### config.mk
export PLATFORM = sky130hd
export DESIGN_NAME = pll_lock_supervisor
export DESIGN_NICKNAME = d
export VERILOG_FILES = /design/src/rtl/pll_sup_pkg.sv /design/src/rtl/pll_win_counter.sv /design/src/rtl/pll_band_judge.sv /design/src/rtl/pll_lock_ctrl.sv /design/src/rtl/pll_lock_supervisor.sv
export SDC_FILE = /design/constraint.sdc
export NUM_CORES = 1
export LEC_CHECK = 0
export ABC_CLOCK_PERIOD_IN_PS = 1700
export CAP_MARGIN = 20
export CORE_AREA = 2 2 58 60
export DETAILED_ROUTE_END_ITERATION = 10
export DIE_AREA = 0 0 60 62
export GPL_TIMING_DRIVEN = 0
export SYNTH_ARGS = -nofsm -noshare
export SYNTH_HDL_FRONTEND = slang
export SYNTH_HIERARCHICAL = 1
export SYNTH_SLANG_ARGS = --single-unit
### constraint.sdc
create_clock -name clk -period 1.7 [get_ports clk]
set_input_delay 0.51 -clock clk [delete_from_list [all_inputs] [get_ports clk]]
set_output_delay 0.51 -clock clk [all_outputs]
set_load 0.02 [all_outputs]
### src/rtl/pll_sup_pkg.sv
package pll_sup_pkg;

   typedef enum logic {
      FLT_ACQ   = 1'b0,
      FLT_TRACK = 1'b1
   } flt_mode_e;

   // number of bands judged per window: acquisition and lock
   localparam int NUM_BANDS = 2;
   localparam int BAND_ACQ  = 0;
   localparam int BAND_LOCK = 1;

endpackage

### src/rtl/pll_win_counter.sv
module pll_win_counter #(
   parameter int REF_PER_WIN = 16,
   parameter int CNT_W       = 8
) (
   input  logic             clk,
   input  logic             rst_n,
   input  logic             enable,
   input  logic             ref_tick,
   input  logic             vco_tick,
   output logic             win_valid,
   output logic [CNT_W-1:0] win_count
);

   localparam int REF_W = (REF_PER_WIN > 1) ? $clog2(REF_PER_WIN) : 1;
   localparam logic [REF_W-1:0] REF_LAST = REF_W'(REF_PER_WIN - 1);
   localparam logic [CNT_W-1:0] CNT_MAX  = '1;

   generate
      if (REF_PER_WIN < 2) begin : g_bad_win
         $error("REF_PER_WIN must be at least 2");
      end
   endgenerate

   logic [REF_W-1:0] ref_cnt;
   logic [CNT_W-1:0] vco_cnt;
   logic [CNT_W-1:0] vco_next;

   // saturating VCO count including this cycle's strobe
   always_comb begin
      vco_next = vco_cnt;
      if (vco_tick && (vco_cnt != CNT_MAX)) vco_next = vco_cnt + 1'b1;
   end

   always_ff @(posedge clk or negedge rst_n) begin
      if (!rst_n) begin
         ref_cnt   <= '0;
         vco_cnt   <= '0;
         win_valid <= 1'b0;
         win_count <= '0;
      end else if (!enable) begin
         ref_cnt   <= '0;
         vco_cnt   <= '0;
         win_valid <= 1'b0;
      end else begin
         win_valid <= 1'b0;
         if (ref_tick && (ref_cnt == REF_LAST)) begin
            win_valid <= 1'b1;
            win_count <= vco_next;
            vco_cnt   <= '0;
            ref_cnt   <= '0;
         end else begin
            vco_cnt <= vco_next;
            if (ref_tick) ref_cnt <= ref_cnt + 1'b1;
         end
      end
   end


   win_pulse_chk: assert property (@(posedge clk) disable iff (!rst_n)
      win_valid |=> !win_valid)
      else $error("window result lasted more than one cycle");

endmodule

### src/rtl/pll_band_judge.sv
module pll_band_judge #(
   parameter int CNT_W     = 8,
   parameter int EXP_COUNT = 64,
   parameter int BAND      = 8
) (
   input  logic [CNT_W-1:0] count,
   output logic             in_band
);

   localparam int LO = EXP_COUNT - BAND;
   localparam int HI = EXP_COUNT + BAND;
   localparam logic [CNT_W-1:0] LO_V = CNT_W'(LO);
   localparam logic [CNT_W-1:0] HI_V = CNT_W'(HI);

   generate
      if (BAND > EXP_COUNT) begin : g_bad_lo
         $error("band wider than expected count");
      end
      if (HI >= (1 << CNT_W) - 1) begin : g_bad_hi
         $error("count width too small for band");
      end
   endgenerate

   always_comb in_band = (count >= LO_V) && (count <= HI_V);

endmodule

### src/rtl/pll_lock_ctrl.sv
module pll_lock_ctrl
   import pll_sup_pkg::*;
#(
   parameter int LOCK_WINS = 2
) (
   input  logic clk,
   input  logic rst_n,
   input  logic enable,
   input  logic auto_mode,
   input  logic irq_en,
   input  logic track_wr,
   input  logic irq_ack,
   input  logic win_valid,
   input  logic acq_ok,
   input  logic lock_ok,
   output logic filter_track,
   output logic lock,
   output logic irq_pending
);

   localparam int SW = $clog2(LOCK_WINS + 1);
   localparam logic [SW-1:0] STREAK_FULL = SW'(LOCK_WINS);

   generate
      if (LOCK_WINS < 1) begin : g_bad_wins
         $error("LOCK_WINS must be at least 1");
      end
   endgenerate

   flt_mode_e       mode_q, mode_nxt;
   logic [SW-1:0]   streak_q, streak_nxt;
   logic            lock_q, lock_nxt;
   logic            pend_q, pend_nxt;
   logic            irq_set;

   always_comb begin
      mode_nxt   = mode_q;
      streak_nxt = streak_q;
      lock_nxt   = lock_q;
      if (!enable) begin
         mode_nxt   = FLT_ACQ;
         streak_nxt = '0;
         lock_nxt   = 1'b0;
      end else if (!auto_mode) begin
         mode_nxt   = track_wr ? FLT_TRACK : FLT_ACQ;
         streak_nxt = '0;
         lock_nxt   = 1'b0;
      end else if (win_valid) begin
         mode_nxt = acq_ok ? FLT_TRACK : FLT_ACQ;
         if (lock_ok) begin
            streak_nxt = (streak_q == STREAK_FULL) ? streak_q : streak_q + 1'b1;
            lock_nxt   = (streak_nxt == STREAK_FULL);
         end else begin
            streak_nxt = '0;
            lock_nxt   = 1'b0;
         end
      end
   end

   // lock changes are reported only while hardware owns the flag
   always_comb begin
      irq_set  = enable && auto_mode && irq_en && (lock_nxt != lock_q);
      pend_nxt = pend_q;
      if (irq_set)      pend_nxt = 1'b1;
      else if (irq_ack) pend_nxt = 1'b0;
   end

   always_ff @(posedge clk or negedge rst_n) begin
      if (!rst_n) begin
         mode_q   <= FLT_ACQ;
         streak_q <= '0;
         lock_q   <= 1'b0;
         pend_q   <= 1'b0;
      end else begin
         mode_q   <= mode_nxt;
         streak_q <= streak_nxt;
         lock_q   <= lock_nxt;
         pend_q   <= pend_nxt;
      end
   end

   assign filter_track = (mode_q == FLT_TRACK);
   assign lock         = lock_q;
   assign irq_pending  = pend_q;


   lock_rise_on_window_chk: assert property (@(posedge clk) disable iff (!rst_n)
      $rose(lock_q) |-> $past(win_valid))
      else $error("lock rose without a window result");


   irq_follows_lock_chk: assert property (@(posedge clk) disable iff (!rst_n)
      $rose(pend_q) |-> (lock_q != $past(lock_q)))
      else $error("interrupt set without a lock change");


   manual_no_lock_chk: assert property (@(posedge clk) disable iff (!rst_n)
      !auto_mode |=> !lock_q)
      else $error("lock seen in manual mode");


   disable_clears_chk: assert property (@(posedge clk) disable iff (!rst_n)
      !enable |=> (!lock_q && (mode_q == FLT_ACQ)))
      else $error("disable did not clear lock and filter");

endmodule

### src/rtl/pll_lock_supervisor.sv
module pll_lock_supervisor
   import pll_sup_pkg::*;
#(
   parameter int REF_PER_WIN = 16,
   parameter int EXP_COUNT   = 64,
   parameter int ACQ_BAND    = 8,
   parameter int LOCK_BAND   = 2,
   parameter int LOCK_WINS   = 2
) (
   input  logic clk,
   input  logic rst_n,
   input  logic enable,
   input  logic auto_mode,
   input  logic irq_en,
   input  logic track_wr,
   input  logic clk_sel,
   input  logic sw_safe,
   input  logic irq_ack,
   input  logic ref_tick,
   input  logic vco_tick,
   output logic filter_track,
   output logic lock,
   output logic irq_pending,
   output logic vco_safe,
   output logic base_sel_vco
);

   localparam int CNT_W = $clog2(EXP_COUNT + ACQ_BAND + 1) + 1;

   generate
      if (LOCK_BAND > ACQ_BAND) begin : g_bad_bands
         $error("lock band must not exceed acquisition band");
      end
   endgenerate

   logic             win_valid;
   logic [CNT_W-1:0] win_count;
   logic [NUM_BANDS-1:0] in_band;

   pll_win_counter #(
      .REF_PER_WIN (REF_PER_WIN),
      .CNT_W       (CNT_W)
   ) u_win (
      .clk       (clk),
      .rst_n     (rst_n),
      .enable    (enable),
      .ref_tick  (ref_tick),
      .vco_tick  (vco_tick),
      .win_valid (win_valid),
      .win_count (win_count)
   );

   for (genvar g = 0; g < NUM_BANDS; g++) begin : g_band
      pll_band_judge #(
         .CNT_W     (CNT_W),
         .EXP_COUNT (EXP_COUNT),
         .BAND      ((g == BAND_ACQ) ? ACQ_BAND : LOCK_BAND)
      ) u_judge (
         .count   (win_count),
         .in_band (in_band[g])
      );
   end

   pll_lock_ctrl #(
      .LOCK_WINS (LOCK_WINS)
   ) u_ctrl (
      .clk          (clk),
      .rst_n        (rst_n),
      .enable       (enable),
      .auto_mode    (auto_mode),
      .irq_en       (irq_en),
      .track_wr     (track_wr),
      .irq_ack      (irq_ack),
      .win_valid    (win_valid),
      .acq_ok       (in_band[BAND_ACQ]),
      .lock_ok      (in_band[BAND_LOCK]),
      .filter_track (filter_track),
      .lock         (lock),
      .irq_pending  (irq_pending)
   );

   assign vco_safe     = auto_mode ? lock : sw_safe;
   assign base_sel_vco = clk_sel & vco_safe;

endmodule

* Word level (Yosys, flattened, before mapping) *
Cells that the tools add are included.

storage, ports and cells
  bits in registers = 26
  input port bits = 11
  output and inout bits = 5
  word-level logic and storage cells = 57

cells by class
  add/subtract/negate cells = 3
  order comparisons = 4
  eq/ne operators = 7
  muxes and demuxes = 25
  bitwise gates (word level) = 1
  reductions and logical operators = 9

operator list
  kind                   number
  $mux W8                3
  $ge A8 B6 Y1 const B   2
  $le A8 B7 Y1 const B   2
  $mux W1                14
  $mux W4                3
  $mux W2                5
  $add A8 B1 Y8 const B  1
  $ne A8 B8 Y1 const B   1
  $logic_and A1 B1 Y1    7
  $add A4 B1 Y4 const B  1
  $eq A2 B2 Y1 const B   2
  $eq A4 B4 Y1 const B   1
  $ne A3 B1 Y1 const B   1
  $ne A3 B2 Y1 const B   1
  $add A2 B1 Y2 const B  1
  $reduce_and A2 Y1      1
  $reduce_bool A2 Y1     1
  $and A1 B1 Y1          1
  $ne A1 B1 Y1           1

* Longest topological paths before layout *
  depth in word-level cells = 10
  gate-level depth with buffers = 6
  depth with buffers taken out = 5

* Modules after synthesis *
Netlist, hierarchy kept.

by module, submodules not included
  module                               instances  cells an instance  area each (um2)  seq. area each (um2)
  pll_win_counter                      1          87                 967.2            525.5
  pll_lock_ctrl                        1          25                 249.0            125.1
  pll_band_judge at g_band[1].u_judge  1          5                  46.3             0.0
  pll_band_judge at g_band[0].u_judge  1          4                  41.3             0.0
  pll_lock_supervisor                  1          2                  23.8             0.0

* Worst setup path after synthesis *
Ideal clock, no wire load.

  path kind = register to register
  from = register u_win.win_count[3]
  to = register u_ctrl.pend_q, in the netlist u_ctrl/irq_pending
  library setup time = 96 ps
  arrival = 1490 ps
  data required time = 1604 ps
  slack = 114 ps
  cell stages (with the launch flop) = 6
  path buffers = 0
  clock period less this slack = 1586 ps
  cells stage by stage = dfrtp_1 or4b_1 o22ai_2 nand2_1 xor2_1 o32ai_2

on the way
  longest elaborated chain between the ends = 9
  elaborated cells between the ends (all ways) = 11
  classes of those cells = order compare: 2; eq/ne: 1; mux: 5; reduce/logical: 3

ends and longest elaborated chain
  element                                               line                       source
  from (decl)                                           pll_win_counter.sv:11      output logic [CNT_W-1:0] win_count
  from (signal assigned)                                pll_win_counter.sv:48      win_count <= vco_next;
  $ge A8 B6 Y1 / $le A8 B7 Y1 (equally long branches)   pll_band_judge.sv:24       always_comb in_band = (count >= LO_V) && (count <= HI_V);
  $logic_and A1 B1 Y1 *                                 pll_band_judge.sv:24
  net in_band[1]                                        pll_lock_supervisor.sv:38  logic [NUM_BANDS-1:0] in_band;
  $mux W1 *                                             pll_lock_ctrl.sv:50        if (lock_ok) begin
  $mux W1 *                                             pll_lock_ctrl.sv:48        end else if (win_valid) begin
  $mux W1 *                                             pll_lock_ctrl.sv:44        end else if (!auto_mode) begin
  $mux W1 *                                             pll_lock_ctrl.sv:40        if (!enable) begin
  $ne A1 B1 Y1 *                                        pll_lock_ctrl.sv:62        irq_set = enable && auto_mode && irq_en && (lock_nxt != lock_q);
  $logic_and A1 B1 Y1 *                                 pll_lock_ctrl.sv:62
  $mux W1 / $reduce_bool A2 Y1 (equally long branches)  -
  to (signal assigned)                                  pll_lock_ctrl.sv:78        pend_q <= pend_nxt;
  to (decl)                                             pll_lock_ctrl.sv:33        logic pend_q, pend_nxt;

The timed path passes the listed nets; every way through them passes the cells marked *.
A chain may end at the register's enable or synchronous reset.

* Worst setup path after layout *
  from = input sw_safe
  to = output base_sel_vco

on the way
  longest elaborated chain between the ends = 2

ends and longest elaborated chain
  element        line                       source
  from (decl)    pll_lock_supervisor.sv:17  input logic sw_safe,
  $mux W1        pll_lock_supervisor.sv:82  assign vco_safe = auto_mode ? lock : sw_safe;
  $and A1 B1 Y1  pll_lock_supervisor.sv:83  assign base_sel_vco = clk_sel & vco_safe;
  to (decl)      pll_lock_supervisor.sv:25  output logic base_sel_vco

No other way between the ends.

==> summary.md <==
| Metric | Value |
|---|---|
| Clock Skew | `0.005350 ns` |
| First-pass GRT wire length | `slightly above 4 mm` |
| DP Area | `1563 um2` |
| Post-Synthesis Cells | `123` |
| GPL Wtd Cong | `0.7807` |
| Rel. slew slack | `0.6081` |
| Antenna Nets Post-Route | `0` |
| Ys flop type | `dfrtp_1` |
| CTS tree | `yes` |
| Clock Sinks | `26` |
| Post-synthesis sequential area ratio | `0.4901` |
| Final hold violations | `0` |
| Ys async rst share | `1.000` |
| Yosys top cell area share | `0.4901` |
| Max stage delay on crit path | `0.27 ns` |
| CTS Buf Count | `3` |
| Avg Cell Area, Syn | `10.79 um2` |
| Worst Setup Slack, final | `-0.07447 ns` |
| Die H | `62 um` |
| Most frequent cells after synthesis | `dfrtp_1 (26), nor2_1 (18), a21oi_1 (12)` |
| Status | `complete, but fails checks` |
| Layout cells sized above 1 | `0.1644` |
| Post-route cell area | `1600 um2` |
| # diodes | `0` |
| Actual slew at the worst max-slew pin | `0.5860 ns` |
| GRT Total Usage | `0.1440` |
| Clk Latency, worst-skew pair | `0.31 ns` |
| Synth Register Bits | `26` |
| Slowest-stage cell, CP | `mux2_4` |
| Post-layout minimum cycle time | `~1.8 ns` |
| Static Leak | `approximately 0.00073 uW` |
| Worst vdd ir | `301.2 uV` |
| Yosys cell types | `36` |
| Critical Path RT | `1.19 ns` |
| Root Driver | `clkbuf_4` |
| Port Buffer Count | `15` |
| Area contributors post-synth | `dfrtp_1 (49%), nor2_1 (5.1%), xor2_1 (4.6%), a21oi_1 (4.5%), mux2i_1 (3.8%)` |
| Pins Over Slew Limit | `0` |
| Initial core utilization | `0.4176` |
| Row count | `21` |
| Power Dens Cells | `616.2 nW/um2` |
| Top cell type by total area after synthesis | `dfrtp_1` |
| Drc violations | `0` |
| Peak fanout along the critical path | `2` |
| Fill cells | `between 200 and 300` |
| Top-level I/O count | `16` |
| Antenna violations before repair | `0` |
| Nets@finish | `162` |
| Setup CP Type | `in -> out` |
| Overflow after GRT | `0` |
| Post-route setup TNS | `-0.07447 ns` |
| H-tree levels | `1` |
| Fmax | `563.5 MHz` |
| Vias in the first global route | `900` |
| Family with the most delay on the worst path | `buffers and inverters` |
| DR vias | `964` |
| CTS max path bufs | `2` |
| MaxCap Viol Count | `0` |
| Setup slack, reg-to-reg | `0.02 ns` |
| Final Util | `0.5033` |
| Ys Warns | `6` |
| Period utilisation layout | `1.044` |
| Die area | `between 3000 and 4000 um2` |
| Failing checks | `setup timing` |
| CORE AREA | `about 3200 um2` |
| Setup violators final | `1` |
| Worst path arrival time | `1.26 ns` |
| Drt first pass iters | `4` |
| Crit path cell chain | `dlygate4sd2_1 > mux2_4 > and2_4 > buf_6` |
| DR iter-0 viols | `20` |
| Total wire length | `2.408 mm` |
| Syn_nets | `137` |
| Most common cell in the synthesized netlist | `dfrtp_1` |
| Crit path launch type | `input pin` |
| Routed len/inst | `12.54 um` |
| Post-synth EDFFs | `0` |
| Chip Width | `60 um` |
| Area growth syn-to-layout | `20.55%` |
| Synth Cell Area | `around 1300 um2` |
| Bufs and invs on worst path | `2` |
| Setup crit end kind | `output port` |
| HP Class | `in -> reg` |
| Post-DP HPWL | `1.910 mm` |
| Routed vias/inst | `approximately 5` |
| Largest net degree at the start of global routing | `17` |
| CTS clk-pin slew, worst paths | `between 0.1 and 0.15 ns` |
| RSZ-0062 raised after global routing | `yes` |
## final cells by class
class | count | area [um2] | area share
well taps | 46 | 57.56 | 0.03597
inverters | 5 | 18.77 | 0.01173
plain buffers | 1 | 11.26 | 0.007037
multi-input cells | 91 | 646.9 | 0.4042
clock buffers | 3 | 22.52 | 0.01407
repair buffers | 20 | 192.7 | 0.1204
flip-flops and latches | 26 | 650.6 | 0.4066
## logic make-up after synthesis
kind of cell,after synthesis,share of synthesized area
muxes,6,0.04901
DFF,26,0.4901
buffers and inverters,6,0.02262
and+or+nand+nor,47,0.2168
xor gates and xnor gates,7,0.04618
adders and majority gates,3,0.02828
AOI/OAI and AO/OA,28,0.1470
## worst paths after layout
kind,startpoint,to,cells past startpoint
setup / recovery,sw_safe,base_sel_vco,4
hold / removal,auto_mode,u_ctrl/filter_track,2
max in group asynchronous,rst_n,u_ctrl/streak_q[0],2
min in group asynchronous,rst_n,u_win/vco_cnt[2],1
hold reg to reg,u_ctrl/streak_q[0],u_ctrl/streak_q[0],2
setup reg to reg,u_win/win_count[3],u_ctrl/irq_pending,5
## registers in the layout (all words and copies together) (netlist names)
signal / cells
u_win/vco_cnt: 8
u_win/win_count: 8
u_win/win_valid: 1
u_win/ref_cnt: 4
u_ctrl/lock: 1
u_ctrl/streak_q: 2
u_ctrl/filter_track: 1
u_ctrl/irq_pending: 1
## routing by layer
layer,up-vias,share of wire,track usage
met5,-,0,0
met4,0,0.0062,0.04762
li1,485,-,-
met3,2,0.017,0.01863
met2,5,0.51,0.2314
met1,472,0.47,0.2021
## what timing repair did
item,CTS,global route
endpoints found under the hold margin,0,0
pin swaps,1,0
hold buffers,0,0
gates cloned,0,0
setup endpoints to repair,6,4
setup buffers,4,0
resized for setup,20,1
## metrics by stage
| stage | power (uW) | std cells | worst slack (ns) | hold slack [ns] |
|---|---|---|---|---|
| after CTS | 1009 | 192 | -0.07580 | 0.3972 |
| final | 986.0 | 192 | -0.07447 | 0.4121 |
| after detailed placement | 753.7 | 185 | -0.8649 | 0.5382 |
| after global routing | 1037 | 192 | -0.1099 | 0.4010 |
| after floorplan | 687.9 | 123 | 0.1143 | 0.2144 |
| after global placement | 742.3 | 184 | -0.8592 | 0.5260 |
## worst register-to-register path, delay by kind of cell, from the launching register on
kind	cells	cell delay, ns
AOI/OAI and AO/OA	2	0.41
and+or+nand+nor	2	0.63
DFF	1	0.40
xor gates and xnor gates	1	0.16
## cells in the final DEF (no fill, tap or decap), types with 2 or more instances in the layout
cell type        Yosys  routed
o21ai_0              3       3
nand2b_1             4       4
nor2_1              18      18
o211ai_1             2       2
clkdlybuf4s50_1      0       8
buf_4                0       5
ha_1                 3       3
nand4_1              2       2
clkbuf_4             0       3
buf_6                1       2
a21oi_1             12      12
mux2i_1              5       5
dlygate4sd2_1        0       3
o31ai_1              2       2
xor2_1               7       7
dfrtp_1             26      26
nand3_1              4       4
inv_1                5       5
nand4_4              2       2
nand2_1              7       7
## power breakdown
group / internal, uW / switching [uW] / total [uW]
Combinational: 47.1 / 51.7 / 98.8
Sequential: 628 / 8.81 / 637
Clock: 82.7 / 167 / 250
Total: 758 / 228 / 986
(Power assumes the default switching activity.)
